--- src/rtl/moesi_pkg.sv ---
package moesi_pkg;
    typedef enum logic [2:0] {
        ST_I = 3'd0,
        ST_S = 3'd1,
        ST_E = 3'd2,
        ST_O = 3'd3,
        ST_M = 3'd4
    } line_state_e;

    localparam logic [2:0] OP_NOP   = 3'd0;
    localparam logic [2:0] OP_RD    = 3'd1;
    localparam logic [2:0] OP_WR    = 3'd2;
    localparam logic [2:0] OP_RFO   = 3'd3;
    localparam logic [2:0] OP_EVICT = 3'd4;

    localparam logic [1:0] SN_NONE  = 2'd0;
    localparam logic [1:0] SN_RD    = 2'd1;
    localparam logic [1:0] SN_WR    = 2'd2;

    localparam logic [1:0] BUS_NONE = 2'd0;
    localparam logic [1:0] BUS_RD   = 2'd1;
    localparam logic [1:0] BUS_INV  = 2'd2;
    localparam logic [1:0] BUS_RFO  = 2'd3;

    function automatic logic is_dirty(line_state_e s);
        return (s == ST_M) || (s == ST_O);
    endfunction
endpackage

--- src/rtl/moesi_next_state.sv ---
module moesi_next_state
    import moesi_pkg::*;
(
    input  line_state_e st,
    input  logic [2:0]  cpu_op,
    input  logic [1:0]  snp_op,
    input  logic        fill_shared,
    output line_state_e nxt,
    output logic [1:0]  bus_cmd,
    output logic        ld_fill,
    output logic        ld_wdata,
    output logic        wb_fire
);
    always_comb begin
        nxt      = st;
        bus_cmd  = BUS_NONE;
        ld_fill  = 1'b0;
        ld_wdata = 1'b0;
        wb_fire  = 1'b0;
        if (snp_op == SN_RD) begin
            unique case (st)
                ST_M:    nxt = ST_O;
                ST_E:    nxt = ST_S;
                default: nxt = st;
            endcase
        end else if (snp_op == SN_WR) begin
            nxt = ST_I;
        end else begin
            unique case (cpu_op)
                OP_RD: begin
                    if (st == ST_I) begin
                        bus_cmd = BUS_RD;
                        ld_fill = 1'b1;
                        nxt     = fill_shared ? ST_S : ST_E;
                    end
                end
                OP_WR: begin
                    ld_wdata = 1'b1;
                    nxt      = ST_M;
                    unique case (st)
                        ST_I:       bus_cmd = BUS_RFO;
                        ST_S, ST_O: bus_cmd = BUS_INV;
                        default:    bus_cmd = BUS_NONE;
                    endcase
                end
                OP_RFO: begin
                    unique case (st)
                        ST_I: begin
                            bus_cmd = BUS_RFO;
                            ld_fill = 1'b1;
                            nxt     = ST_E;
                        end
                        ST_S: begin
                            bus_cmd = BUS_RFO;
                            nxt     = ST_E;
                        end
                        ST_O: begin
                            bus_cmd = BUS_RFO;
                            nxt     = ST_M;
                        end
                        default: nxt = st;
                    endcase
                end
                OP_EVICT: begin
                    wb_fire = is_dirty(st);
                    nxt     = ST_I;
                end
                default: nxt = st;
            endcase
        end
    end
endmodule

--- src/rtl/moesi_snoop_resp.sv ---
module moesi_snoop_resp
    import moesi_pkg::*;
#(
    parameter int DATA_W = 32
) (
    input  line_state_e        st,
    input  logic [1:0]         snp_op,
    input  logic [DATA_W-1:0]  line_data,
    output logic               snp_shared,
    output logic               snp_supply,
    output logic [DATA_W-1:0]  snp_data
);
    always_comb begin
        snp_shared = 1'b0;
        snp_supply = 1'b0;
        snp_data   = '0;
        if ((snp_op == SN_RD || snp_op == SN_WR) && st != ST_I) begin
            snp_shared = (snp_op == SN_RD);
            if (is_dirty(st)) begin
                snp_supply = 1'b1;
                snp_data   = line_data;
            end
        end
    end
endmodule

--- src/rtl/moesi_line_ctrl.sv ---
module moesi_line_ctrl
    import moesi_pkg::*;
#(
    parameter int DATA_W = 32
) (
    input  logic              clk,
    input  logic              rst_n,
    input  logic [2:0]        cpu_op,
    input  logic [DATA_W-1:0] cpu_wdata,
    input  logic [DATA_W-1:0] fill_data,
    input  logic              fill_shared,
    input  logic [1:0]        snp_op,
    output logic [1:0]        bus_cmd,
    output logic              wb_valid,
    output logic [DATA_W-1:0] wb_data,
    output logic              snp_shared,
    output logic              snp_supply,
    output logic [DATA_W-1:0] snp_data,
    output logic [2:0]        state_out,
    output logic [DATA_W-1:0] rdata
);
    line_state_e        state_q;
    line_state_e        state_d;
    logic [DATA_W-1:0]  data_q;
    logic               ld_fill;
    logic               ld_wdata;
    logic               wb_fire;

    moesi_next_state u_next (
        .st          (state_q),
        .cpu_op      (cpu_op),
        .snp_op      (snp_op),
        .fill_shared (fill_shared),
        .nxt         (state_d),
        .bus_cmd     (bus_cmd),
        .ld_fill     (ld_fill),
        .ld_wdata    (ld_wdata),
        .wb_fire     (wb_fire)
    );

    moesi_snoop_resp #(.DATA_W(DATA_W)) u_resp (
        .st          (state_q),
        .snp_op      (snp_op),
        .line_data   (data_q),
        .snp_shared  (snp_shared),
        .snp_supply  (snp_supply),
        .snp_data    (snp_data)
    );

    always_ff @(posedge clk) begin
        if (!rst_n) begin
            state_q <= ST_I;
            data_q  <= '0;
        end else begin
            state_q <= state_d;
            if (ld_wdata)
                data_q <= cpu_wdata;
            else if (ld_fill)
                data_q <= fill_data;
        end
    end

    always_comb begin
        wb_valid  = wb_fire;
        wb_data   = wb_fire ? data_q : '0;
        state_out = state_q;
        rdata     = data_q;
    end
endmodule

--- config.mk ---
export PLATFORM = sky130hd
export DESIGN_NAME = moesi_line_ctrl
export DESIGN_NICKNAME = d
export VERILOG_FILES = /design/src/rtl/moesi_pkg.sv /design/src/rtl/moesi_next_state.sv /design/src/rtl/moesi_snoop_resp.sv /design/src/rtl/moesi_line_ctrl.sv
export SDC_FILE = /design/constraint.sdc
export NUM_CORES = 1
export LEC_CHECK = 0
export BUFFER_PORTS_ARGS = -buffer_cell sky130_fd_sc_hd__buf_4
export CAP_MARGIN = 20
export CORE_AREA = 4 4 87 89
export DETAILED_ROUTE_END_ITERATION = 6
export DIE_AREA = 0 0 91 93
export HOLD_SLACK_MARGIN = 0.06
export PLACE_DENSITY = 0.76
export REMOVE_ABC_BUFFERS = 1
export SYNTH_ARGS = -nofsm -noshare
export SYNTH_HDL_FRONTEND = slang
export SYNTH_SLANG_ARGS = --single-unit
--- constraint.sdc ---
create_clock -name clk -period 3.42 [get_ports clk]
set_clock_uncertainty 0.1 [all_clocks]
set_input_delay 1.026 -clock clk [delete_from_list [all_inputs] [get_ports clk]]
set_output_delay 1.026 -clock clk [all_outputs]
set_load 0.05 [all_outputs]
==> impl_metrics.toml <==
[worst_setup_path]
path_cells = "buf_8, inv_4, ha_4, buf_6, nor2_4, nand2_2, nor2_4, buf_12, buf_8, and2_4, buf_8"
endpoint_kind = "output port"
criticalPathCategory = "input port to output port"
cp_max_fo = 5
path_delay_family = "buffers and inverters"
cp-startpoint = "snp_op[1]"
startpoint_type = "input port"
cp.buffers_inverters = 6
slowest_delay_ns = 0.17
arrival_ns = 2.28
r2r_setup_slack_ns = 1.16
crit_slowest_cell = "nor2_4"
cp_common_cell = "buf_8"
crit_required_ns = 2.29
r2r-start = "state_out[0]$_SDFFE_PN0P_"

[place]
portBuffers = 175
gp_congestion = 0.786
dp_hpwl_um = 6370

[synth]
seq_area_frac_synth_pct = 28.6
synth_top_area_share_pct = 28.6
synth.largest_area_cell = "dfxtp_1"
ys_warn_count = 0
synthesis.area_um2 = 2450
yosys-top-cells-count = "and2_1 (64), nand2_1 (39), nor2_1 (38), o21ai_0 (36), dfxtp_1 (35)"
synth_area_leaders = "dfxtp_1 (29%), a311oi_2 (17%), and2_1 (16%)"
synth.avg_cell_area_um2 = 7.91
synth_ff_type = "dfxtp_1"
async_reset_ff_share_pct = 0
ys_types = 34
synth_edf_count = 0
ys_ff_latch = 35
syn_inst = 310
synthMostInstantiatedCell = "and2_1"

[clock_tree]
clk_latency_ns = 0.28
clk_pin_slew_ns = 0.07
cts-htree-levels = 2
cts_sinks = 35
root_buffer = "clkbuf_8"
cts_tree = "built"
cts_max_path_buffers = 2
cts_buffers = 5

[power_and_ir_drop]
p_per_area_nw_per_um2 = 309
leakagePower_nw = 1.87
fin_total_pwr_mw = 1.33
vdd.ir_drop.worst_uv = 180

[worst_hold_path]
hold_path_startpoint = "rdata[18]$_SDFFE_PN0P_"
hold_path.class = "flip-flop to flip-flop"

[detailed_routing]
wl_met3_um = 742
drt_iter0_drc = 78
dr_wl_met2_um = 4630
vias = 2892
vias_per_cell = 5.13
drc = 0
ant_nets = 0
wl_per_cell_um = 16.1
highest_layer = "met4"
first_pass_iters = 4
met1_length_um = 3640
finalWirelength_um = 9070

[grt]
gr-total-overflow = 0
grt_pass1_vias = 2647
grtUsageTotal_pct = 19.7
grt_pass1_wl_um = 13700
antenna_found_initial = 0
grt_start_max_net_pins = 42

[floorplan]
core_um2 = 6760
start_util_pct = 36.3
rows = 30
die_area_um2 = 8460
io_pins = 176
fp.dieW_um = 91
die_y_um = 93

[finish]
fill_cells = 583
utilization_pct = 63.8
syn_to_final_growth_pct = 75.9
drive_above_1_share_pct = 52.7
diodes = 0
layout.nets = 557

[timing]
rsz0062_at_grt = "true"
hold_violations = 0
slew_violations = 0
timing.final.crit_period_ns = 3.41
slew_headroom_pct = 55.5
setup_violations = 0
max_freq_mhz = 293
worstMarginPinSlew_ns = 0.651
timing.final.crit_share_pct = 99.7

[status]
status = "finished, final reports clean"

[run]
max-cap-violations = 0
[where the power goes]
group / switching [mW] / internal, mW / total (mW)
combinational: 0.284 / 0.190 / 0.474
clock: 0.161 / 0.217 / 0.379
sequential: 0.0375 / 0.441 / 0.478
[final timing paths]
| path | to | cells after the start |
|---|---|---|
| setup / recovery | wb_data[22] | 11 |
| hold reg to reg | rdata[18]$_SDFFE_PN0P_ | 2 |
| setup reg to reg | rdata[25]$_SDFFE_PN0P_ | 5 |
| hold / removal | rdata[18]$_SDFFE_PN0P_ | 2 |
[placed cells by master (no fill, tap or decap), types with 3 or more instances in the layout]
master	instances
and2_4	9
and2_1	55
dfxtp_1	35
nor2b_1	3
nor2_1	34
clkbuf_8	5
buf_4	155
buf_8	11
a311oi_1	5
nor3_1	3
buf_12	5
o21ai_0	36
buf_6	25
a311oi_2	28
nand2_1	38
[repair_timing]
item / CTS / global route
buffers inserted: 1 / 2
gates resized for setup: 39 / 32
hold buffers: 0 / 0
gates cloned: 2 / 0
pin swaps: 0 / 4
setup endpoints to repair: 34 / 40
[registers in the layout (all words and copies together) (netlist names)]
signal and cells:
rdata 32, state_out 3
[cell families after synthesis]
group / Yosys count / share of synthesized area (%)
compound gates: 79 / 30.2
fa+ha+maj: 2 / 1.02
buf+inv: 35 / 6.69
flops: 35 / 28.6
mux: 1 / 0.408
simple gates: 158 / 33.1
[cell type report]
cell class	instances	area (µm²)	area share [%]
inverters	5	21.3	0.493
multi-input cells	240	1670	38.7
clock inverters	3	43.8	1.02
clock buffers	5	68.8	1.60
flip-flops and latches	35	701	16.3
repair buffers	196	1710	39.7
well taps	80	100	2.32
[worst reg2reg max path: cells and delay by family (launching register included)]
kind	cells	cell delay [ns]
AO/OA/AOI/OAI	2	0.71
buffers and inverters	1	0.27
flip-flops	1	0.42
AND/OR/NAND/NOR	2	0.68
[layer usage]
metal | global-route usage, % | up-vias
li1 | - | 1421
met1 | 23.6 | 1328
met2 | 35.5 | 136
met3 | 5.47 | 7
met4 | 3.77 | 0
met5 | 0 | -
[stage by stage]
step | setup TNS [ns] | hold slack, ns | cells | worst slack (ns) | instance area (µm²)
3_3_place_gp | -1.13 | 0.411 | 551 | -0.0538 | 3900
2_1_floorplan | -94.52 | 0.630 | 280 | -1.05 | 2310
6_report | 0 | 0.436 | 564 | 0.0111 | 4310
5_1_grt | -0.362 | 0.464 | 564 | -0.0373 | 4310
3_5_place_dp | -1.85 | 0.420 | 551 | -0.0833 | 3900
4_1_cts | -0.0609 | 0.436 | 562 | -0.0125 | 4170
No activity file was read; power rests on OpenSTA's default activity.
